**src/rtl/vol_pkg.sv**
```systemverilog
package vol_pkg;
  localparam int CH_COUNT = 2;

  typedef struct packed {
    logic                sampleLoad;
    logic                muteOut;
    logic [CH_COUNT-1:0] peakLoad;
    logic [CH_COUNT-1:0] peakClear;
  } vol_strobe_t;
endpackage

```
**src/rtl/vol_ctrl.sv**
```systemverilog
module vol_ctrl
  import vol_pkg::*;
#(
  parameter int DATA_W   = 24,
  parameter int ZERO_RUN = 1024
) (
  input  logic                             clk,
  input  logic                             rstN,
  input  logic                             sampleValid,
  input  logic                             muteEn,
  input  logic [CH_COUNT-1:0][DATA_W-1:0]  sampleIn,
  input  logic [CH_COUNT-1:0]              peakRead,
  input  logic [CH_COUNT-1:0]              magGreater,
  output vol_strobe_t                      strobes,
  output logic [CH_COUNT-1:0]              zeroFlag
);
  localparam int CNT_W = $clog2(ZERO_RUN + 1);
  localparam logic [CNT_W-1:0] RUN_MAX = CNT_W'(ZERO_RUN);

  logic [CH_COUNT-1:0][CNT_W-1:0] zeroCount;

  always_comb begin
    strobes.sampleLoad = sampleValid;
    strobes.muteOut    = muteEn;
    for (int c = 0; c < CH_COUNT; c++) begin
      strobes.peakLoad[c]  = sampleValid & (peakRead[c] | magGreater[c]);
      strobes.peakClear[c] = peakRead[c] & ~sampleValid;
    end
  end

  for (genvar c = 0; c < CH_COUNT; c++) begin : g_zero
    always_ff @(posedge clk or negedge rstN) begin
      if (!rstN) begin
        zeroCount[c] <= '0;
      end else if (sampleValid) begin
        if (sampleIn[c] != '0) begin
          zeroCount[c] <= '0;
        end else if (zeroCount[c] != RUN_MAX) begin
          zeroCount[c] <= zeroCount[c] + 1'b1;
        end
      end
    end

    assign zeroFlag[c] = (zeroCount[c] == RUN_MAX);

    // a non-zero sample drops the flag on the next cycle
    assert_zero_clear_R11: assert property (@(posedge clk) disable iff (!rstN)
      (sampleValid && sampleIn[c] != '0) |=> !zeroFlag[c]);

    // the flag can only rise on a zero-valued valid sample
    assert_zero_rise_R10: assert property (@(posedge clk) disable iff (!rstN)
      (!zeroFlag[c] && !(sampleValid && sampleIn[c] == '0)) |=> !zeroFlag[c]);
  end
endmodule

```
**src/rtl/vol_datapath.sv**
```systemverilog
module vol_datapath
  import vol_pkg::*;
#(
  parameter int DATA_W = 24,
  parameter int VOL_W  = 8
) (
  input  logic                             clk,
  input  logic                             rstN,
  input  vol_strobe_t                      strobes,
  input  logic [CH_COUNT-1:0][DATA_W-1:0]  sampleIn,
  input  logic [CH_COUNT-1:0][VOL_W-1:0]   volCode,
  output logic [CH_COUNT-1:0][DATA_W-1:0]  outSample,
  output logic                             outValid,
  output logic [CH_COUNT-1:0][DATA_W-2:0]  peakMag,
  output logic [CH_COUNT-1:0]              magGreater
);
  localparam int FULL_SCALE = 1 << VOL_W;
  localparam int PROD_W     = DATA_W + VOL_W + 2;
  localparam logic [DATA_W-2:0] MAG_MAX = '1;
  localparam logic [DATA_W-1:0] MOST_NEG = {1'b1, {(DATA_W-1){1'b0}}};

  logic [CH_COUNT-1:0][DATA_W-1:0] scaled;
  logic [CH_COUNT-1:0][DATA_W-2:0] inMag;

  for (genvar c = 0; c < CH_COUNT; c++) begin : g_ch
    logic signed [PROD_W-1:0] gainS;
    logic signed [PROD_W-1:0] product;
    logic signed [PROD_W-1:0] biased;
    logic signed [PROD_W-1:0] shifted;
    logic        [DATA_W-1:0] negated;

    always_comb begin
      gainS   = PROD_W'(FULL_SCALE) - PROD_W'(volCode[c]);
      product = PROD_W'($signed(sampleIn[c])) * gainS;
      biased  = product[PROD_W-1] ? product + PROD_W'(FULL_SCALE - 1) : product;
      shifted = biased >>> VOL_W;
      scaled[c] = shifted[DATA_W-1:0];
    end

    always_comb begin
      negated = -sampleIn[c];
      if (sampleIn[c] == MOST_NEG) begin
        inMag[c] = MAG_MAX;
      end else if (sampleIn[c][DATA_W-1]) begin
        inMag[c] = negated[DATA_W-2:0];
      end else begin
        inMag[c] = sampleIn[c][DATA_W-2:0];
      end
    end

    assign magGreater[c] = (inMag[c] > peakMag[c]);

    always_ff @(posedge clk or negedge rstN) begin
      if (!rstN) begin
        outSample[c] <= '0;
      end else if (strobes.sampleLoad) begin
        outSample[c] <= strobes.muteOut ? '0 : scaled[c];
      end
    end

    always_ff @(posedge clk or negedge rstN) begin
      if (!rstN) begin
        peakMag[c] <= '0;
      end else if (strobes.peakLoad[c]) begin
        peakMag[c] <= inMag[c];
      end else if (strobes.peakClear[c]) begin
        peakMag[c] <= '0;
      end
    end

    // a muted sample produces zero
    assert_mute_zero_R4: assert property (@(posedge clk) disable iff (!rstN)
      (strobes.sampleLoad && strobes.muteOut) |=> outSample[c] == '0);

    // no sample, no change at the output
    assert_out_hold_R5: assert property (@(posedge clk) disable iff (!rstN)
      !strobes.sampleLoad |=> $stable(outSample[c]));

    // code zero is a pass-through
    assert_unity_R2: assert property (@(posedge clk) disable iff (!rstN)
      (strobes.sampleLoad && !strobes.muteOut && volCode[c] == '0)
        |=> outSample[c] == $past(sampleIn[c]));

    // the most negative code records the largest magnitude
    assert_peak_sat_R7: assert property (@(posedge clk) disable iff (!rstN)
      (strobes.sampleLoad && sampleIn[c] == MOST_NEG) |=> peakMag[c] == MAG_MAX);
  end

  always_ff @(posedge clk or negedge rstN) begin
    if (!rstN) outValid <= 1'b0;
    else       outValid <= strobes.sampleLoad;
  end
endmodule

```
**src/rtl/stereo_vol_peak.sv**
```systemverilog
module stereo_vol_peak
  import vol_pkg::*;
#(
  parameter int DATA_W   = 24,
  parameter int VOL_W    = 8,
  parameter int ZERO_RUN = 1024
) (
  input  logic              clk,
  input  logic              rstN,
  input  logic              sampleValid,
  input  logic [DATA_W-1:0] sampleLeft,
  input  logic [DATA_W-1:0] sampleRight,
  input  logic [VOL_W-1:0]  volLeft,
  input  logic [VOL_W-1:0]  volRight,
  input  logic              muteEn,
  input  logic              peakReadLeft,
  input  logic              peakReadRight,
  output logic [DATA_W-1:0] outLeft,
  output logic [DATA_W-1:0] outRight,
  output logic              outValid,
  output logic [DATA_W-2:0] peakLeft,
  output logic [DATA_W-2:0] peakRight,
  output logic              zeroLeft,
  output logic              zeroRight
);
  vol_strobe_t                      strobes;
  logic [CH_COUNT-1:0][DATA_W-1:0]  sampleIn;
  logic [CH_COUNT-1:0][VOL_W-1:0]   volCode;
  logic [CH_COUNT-1:0]              peakRead;
  logic [CH_COUNT-1:0]              magGreater;
  logic [CH_COUNT-1:0][DATA_W-1:0]  outSample;
  logic [CH_COUNT-1:0][DATA_W-2:0]  peakMag;
  logic [CH_COUNT-1:0]              zeroFlag;

  assign sampleIn = {sampleRight, sampleLeft};
  assign volCode  = {volRight, volLeft};
  assign peakRead = {peakReadRight, peakReadLeft};

  vol_ctrl #(.DATA_W(DATA_W), .ZERO_RUN(ZERO_RUN)) u_ctrl (
    .clk(clk), .rstN(rstN), .sampleValid(sampleValid), .muteEn(muteEn),
    .sampleIn(sampleIn), .peakRead(peakRead), .magGreater(magGreater),
    .strobes(strobes), .zeroFlag(zeroFlag)
  );

  vol_datapath #(.DATA_W(DATA_W), .VOL_W(VOL_W)) u_data (
    .clk(clk), .rstN(rstN), .strobes(strobes), .sampleIn(sampleIn),
    .volCode(volCode), .outSample(outSample), .outValid(outValid),
    .peakMag(peakMag), .magGreater(magGreater)
  );

  assign outLeft   = outSample[0];
  assign outRight  = outSample[1];
  assign peakLeft  = peakMag[0];
  assign peakRight = peakMag[1];
  assign zeroLeft  = zeroFlag[0];
  assign zeroRight = zeroFlag[1];

  // without a read the peak never falls
  assert_peak_mono_left_R6: assert property (@(posedge clk) disable iff (!rstN)
    !peakReadLeft |=> peakLeft >= $past(peakLeft));
  assert_peak_mono_right_R6: assert property (@(posedge clk) disable iff (!rstN)
    !peakReadRight |=> peakRight >= $past(peakRight));

  // a read with no sample empties the register
  assert_peak_clear_R8: assert property (@(posedge clk) disable iff (!rstN)
    (peakReadLeft && !sampleValid) |=> peakLeft == '0);

  // output valid follows the input strobe by one cycle
  assert_valid_delay_R1: assert property (@(posedge clk) disable iff (!rstN)
    sampleValid |=> outValid);
endmodule

```
**config.mk**
```make
export PLATFORM = sky130hd
export DESIGN_NAME = stereo_vol_peak
export DESIGN_NICKNAME = d
export VERILOG_FILES = /design/src/rtl/vol_pkg.sv /design/src/rtl/vol_ctrl.sv /design/src/rtl/vol_datapath.sv /design/src/rtl/stereo_vol_peak.sv
export SDC_FILE = /design/constraint.sdc
export NUM_CORES = 1
export LEC_CHECK = 0
export ABC_AREA = 1
export CELL_PAD_IN_SITES_DETAIL_PLACEMENT = 0
export CELL_PAD_IN_SITES_GLOBAL_PLACEMENT = 1
export CORE_ASPECT_RATIO = 0.5
export CORE_MARGIN = 4
export CORE_UTILIZATION = 49
export DETAILED_ROUTE_END_ITERATION = 8
export DONT_BUFFER_PORTS = 1
export HOLD_SLACK_MARGIN = 0.08
export PLACE_DENSITY_LB_ADDON = 0.1
export SLEW_MARGIN = 30
export SYNTH_ARGS = -nofsm -noshare
export SYNTH_HDL_FRONTEND = slang
export SYNTH_SLANG_ARGS = --single-unit
```
**constraint.sdc**
```tcl
create_clock -name clk -period 2.3 [get_ports clk]
set_input_delay 0.23 -clock clk [delete_from_list [all_inputs] [get_ports clk]]
set_output_delay 0.23 -clock clk [all_outputs]
set_load 0.01 [all_outputs]
```
# --- After elaboration in Yosys (flattened, before gate mapping) ---
# Index checks and enable logic that the tools add are counted.
totals:
  register_bits: 117
  input_bits: 70
  out_inout_bits: 97
  word_cells: 56
classes:
  addsub: 8
  mul: 2
  order_cmp: 2
  eq_ne: 6
  n_mux: 16
  bitwise: 7
  n_reduce_logical: 8
ops:
  columns: ["op", "n"]
  rows:
  - ["$mux 23", 8]
  - ["$mul 24x10->34", 2]
  - ["$add 32x9->32 const B", 2]
  - ["$mux 32", 2]
  - ["$eq 24x24->1 const B", 2]
  - ["$mux 24", 2]
  - ["$reduce_bool 24->1", 2]
  - ["$gt 23x23->1", 2]
  - ["$neg 23->23", 2]
  - ["$mux 11", 4]
  - ["$add 11x1->11 const B", 2]
  - ["$eq 11x11->1 const B", 2]
  - ["$ne 11x11->1 const B", 2]
  - ["$sub 9x8->10 const A", 2]
  - ["$reduce_bool 2->1", 4]
  - ["$and 1x1->1", 4]
  - ["$reduce_and 2->1", 2]
  - ["$or 1x1->1", 2]
  - ["$not 1->1", 1]

# --- Longest topological paths before layout ---
depth:
  depth_word: 7
  depth_mapped: 42

# --- Hierarchy ---
# Synthesis repeated with hierarchy kept, for this count alone.
unflattened:
  cells_unflattened: 3760
  area_unflattened_um2: 25718.4
modules_own_cells:
  columns: ["mod", "n_inst", "cells_each", "area_each_um2"]
  rows:
  - ["vol_datapath", 1, 3470, 23940.5]
  - ["vol_ctrl", 1, 290, 1778.0]

# --- Least setup slack after synthesis ---
# Ideal clock, no wire load.
synth_path:
  kind: "in2reg"
  from: "input port volRight[0]"
  to: "register u_data.outSample[44] (netlist bit)"
  setup_ps: 117
  t_arrival_ps: 6451
  required_time_ps: 2183
  path_slack_ps: -4268
  stages: 36
  cell_sequence: "buf_2 -> clkbuf_1 -> inv_1 -> ha_1 -> nand2_1 -> nor2_1 -> inv_1 -> or2_2 -> or3_1 -> nand2_1 -> clkbuf_1 -> nor2_1 -> fa_1 -> fa_1 -> inv_1 -> fa_1 -> inv_1 -> fa_1 -> inv_1 -> fa_1 -> inv_1 -> ha_1 -> nand2_2 -> inv_1 -> a21oi_1 -> nand3_1 -> nand2_2 -> nand2_1 -> nor2_4 -> nand2_2 -> nor2_4 -> nand3_2 -> nor2_2 -> nand4_1 -> nand3_1 -> nand2_1"
synth_between:
  elab_chain_len: 5
synth_rtl:
  columns: ["item", "line", "text"]
  rows:
  - ["from (decl)", "stereo_vol_peak.sv:14", "input logic [VOL_W-1:0] volRight,"]
  - ["$sub 9x8->10 (*)", "vol_datapath.sv:33", "gainS = PROD_W'(FULL_SCALE) - PROD_W'(volCode[c]);"]
  - ["$mul 24x10->34 (*)", "vol_datapath.sv:34", "product = PROD_W'($signed(sampleIn[c])) * gainS;"]
  - ["$add 32x9->32", "vol_datapath.sv:35", "biased = product[PROD_W-1] ? product + PROD_W'(FULL_SCALE - 1) : product;"]
  - ["$mux 32 (*)", "vol_datapath.sv:35", null]
  - ["$mux 24 (*)", "vol_datapath.sv:57", "outSample[c] <= strobes.muteOut ? '0 : scaled[c];"]
  - ["to (signal, indexed assignment)", "vol_datapath.sv:57", null]
  - ["to (decl)", "vol_datapath.sv:12", "output logic [CH_COUNT-1:0][DATA_W-1:0] outSample,"]
# Mark *: on every way between the ends. The rest lies on a longest branch, timed or not.
# A chain may end at the register's enable or synchronous reset.

# --- Worst setup path after layout ---
layout_path:
  from: "input port volLeft[0]"
  to: "register u_data.outSample[16] (netlist bit)"
layout_between:
  elab_chain_len: 5
layout_rtl:
  columns: ["item", "line", "text"]
  rows:
  - ["from (decl)", "stereo_vol_peak.sv:13", "input logic [VOL_W-1:0] volLeft,"]
  - ["$sub 9x8->10 (*)", "vol_datapath.sv:33", null]
  - ["$mul 24x10->34 (*)", "vol_datapath.sv:34", null]
  - ["$add 32x9->32", "vol_datapath.sv:35", null]
  - ["$mux 32 (*)", "vol_datapath.sv:35", null]
  - ["$mux 24 (*)", "vol_datapath.sv:57", null]
# Marked as above.

==> flow_summary_export.csv <==
group,metric,value,unit
status,violations,"negative hold slack, negative setup slack",
cts,clock_path_buffers,2,
logic_synthesis,synth_warnings,0,
timing,worst_slew_pin_slew,614,ps
timing,slew_violations,0,
logic_synthesis,synth_area_per_cell,6.89,sq um
worst_setup_path,cpMostUsedCell,"fa_1",
layout,drive_gt1_frac,0.325,
placed_design,routabilityCongestion,0.926,
layout,ff_latch_area,2930,sq um
logic_synthesis,synth_mux_area_frac,0,
logic_synthesis,yosysSeqAreaShare,0.113,
timing,grt_setup_unrepaired,"true",
floorplanning,fp-row-count,59,
cts,cts_hold_buf,15,
worst_setup_path,cp_max_fo,26,
grt,grt_overflow,0,
status,outcome,"finished, violations left",
hold_path,hold_class,"in -> async",
logic_synthesis,synth-compound-area-share,0.0386,
logic_synthesis,synth_area_leader_cell,"fa_1",
floorplanning,die_x,333,microns
grt,antenna_found_initial,0,
flow_run,cap_violations,0,
cts,cts_buffers,17,
logic_synthesis,synth.top_cell.area_share,0.276,
timing,fin_skew,15.0,ps
route,vias,25694,
grt,grt_max_degree,118,
worst_setup_path,critPathSlowestCell,"fa_1",
floorplanning,core_area,52000,sq um
worst_setup_path,cp.required,2630,ps
logic_synthesis,synth_nets,4375,
logic_synthesis,yosys-top-cells-area,"fa_1, nand2_1, dfrtp_1, inv_1, ha_1",
route,drt-pass1-iter-count,5,
route,drc,0,
timing,relSlewSlack,0.587,
cts,cts_max_level,4,
worst_setup_path,cp.arrival,6230,ps
cts,path_clk_slew,70,ps
layout,fillers,4500,
timing,fin_crit_sh,2.57,
layout,nets,4940,
timing,finalCriticalPeriod,5910,ps
layout,utilization,0.689,
floorplanning,ios,167,
floorplanning,dieArea,56700,sq um
worst_setup_path,slowest_delay,540,ps
cts,tritoncts,"yes",
route,wl_per_cell,16.4,microns
logic_synthesis,yosysUniqueCellTypes,55,
logic_synthesis,synth-simple-area-share,0.325,
timing,setup_violations,94,
timing,whs,-526,ps
layout,layout_common_cells,"nand2_1, inv_1, buf_4",
worst_setup_path,crit_path_end_kind,"flip-flop",
logic_synthesis,synth-xor-area-share,0.0173,
grt,grt_pass1_wl,133,mm
layout,final_cells,5027,
cts,clockRootBuffer,"clkbuf_16",
route,drt_iter0_markers,1427,
placed_design,placed_cells,4897,
cts,clkSinkCount,117,
layout,multi_input_area,22800,sq um
worst_setup_path,r2r_cells,15,
timing,hold_viol,117,
grt,grt_pass1_vias,26336,
logic_synthesis,synth-adder-area-share,0.373,
layout,final_common_cell,"nand2_1",
logic_synthesis,syn_area,25800,sq um
logic_synthesis,synth_cells,3749,
logic_synthesis,synth_top_family_by_area,"adder cells",
timing,fin_ws,-3610,ps
grt,grt_usage,0.289,
layout,n_antenna_cell,0,
placed_design,hpwl,65.9,mm
logic_synthesis,ys_ff_latch,117,
worst_setup_path,worstSetupStartpointType,"input port",
route,ant_nets,0,
cts,clk_latency,450,ps
worst_setup_path,crit_type,"in -> reg",
route,routed_wl,82.6,mm
floorplanning,die_y,170,microns
route,avgViaCountPerCell,5.11,
floorplanning,start_util,0.496,
timing,fmax,0.169,GHz
placed_design,portBuffers,0,
layout,area_delta_synth_final,38.9,%
stage by stage:
stage	area, sq um	TNS, ps	hold slack, ps	setup WS [ps]
final	35900	-202530	-526	-3610
after global routing	35900	-221380	-537	-3790
after CTS	34300	-198950	-548	-3520
after detailed placement	31900	-261860	-62.2	-4210
after global placement	31900	-254810	-62.6	-4240
after floorplan	27300	-210730	-65.6	-3910
per-layer routing:
metal	GRT usage	vias to the layer above	share of wire	wire [microns]
met5	0	-	0	0
li1	-	12496	-	-
met3	0.0303	152	0.043	3540
met1	0.366	12442	0.42	34700
met4	0.0871	0	0.031	2580
met2	0.526	604	0.51	41800
worst max-delay path, delay by kind of cell:
family | cells | cell delay (ps)
fa+ha+maj | 7 | 2900
buf+inv | 8 | 590
simple gates | 18 | 2460
state kept, by name (all words and copies together) (netlist names):
register / cells
u_data.outValid: 1
u_ctrl.zeroCount: 22
u_data.outSample: 48
u_data.peakMag: 46
worst paths after layout:
path                                           start              endpoint  slack, ps
worst min-delay path                            rstN    u_data.peakMag[18]       -530
worst max-delay path                      volLeft[0]  u_data.outSample[16]      -3610
min in group clk                     sampleRight[12]    u_data.peakMag[35]         90
worst max register to register    u_data.peakMag[22]     u_data.peakMag[2]        -40
worst min register to register  u_data.outSample[28]  u_data.outSample[28]        540
max in group asynchronous                       rstN    u_data.peakMag[45]       2450
timing repair:
item,CTS,global route
pin swaps,218,221
endpoints found under the setup margin,94,95
cloned,5,2
gates resized for setup,325,332
endpoints found under the hold margin,138,117
buffers inserted,47,38
cell usage after synthesis (all sizes together):
master,number
o221ai,2
a21boi,1
o221a,1
o21bai,9
o211ai,5
and2,4
nor3b,4
fa,356
a21o,4
nor4,11
buf,27
nor2,436
nand2,1068
a22o,1
ha,200
a211oi,1
clkbuf,74
o31ai,3
a31oi,2
a2111oi,1
o21ai,60
xor2,37
o41ai,1
or3,5
dfrtp,117
o21a,3
nand4,62
or2,11
o21ba,2
inv,796
a21oi,78
nand3b,14
xnor2,14
o2111ai,1
nand3,282
clkinv,6
nor3,50
cells by family (layout without fill, tap and decap cells):
family | after synthesis | after routing
and+or+nand+nor | 1947 | 1948
buffers and inverters | 903 | 1479
adders and majority gates | 556 | 556
AOI/OAI and AO/OA | 175 | 175
DFF | 117 | 117
xor gates and xnor gates | 51 | 51
cell type report:
class	count	area share
Inverter	802	0.0886
Clock buffer	18	0.0120
Tap cell	701	0.0244
Sequential cell	117	0.0816
Multi-Input combinational cell	2730	0.636
Timing Repair Buffer	646	0.153
Clock inverter	13	0.00415
Power is left out: the tool's default activity adds up to more than one toggle a clock period on the data nets, which glitch-free logic cannot reach.
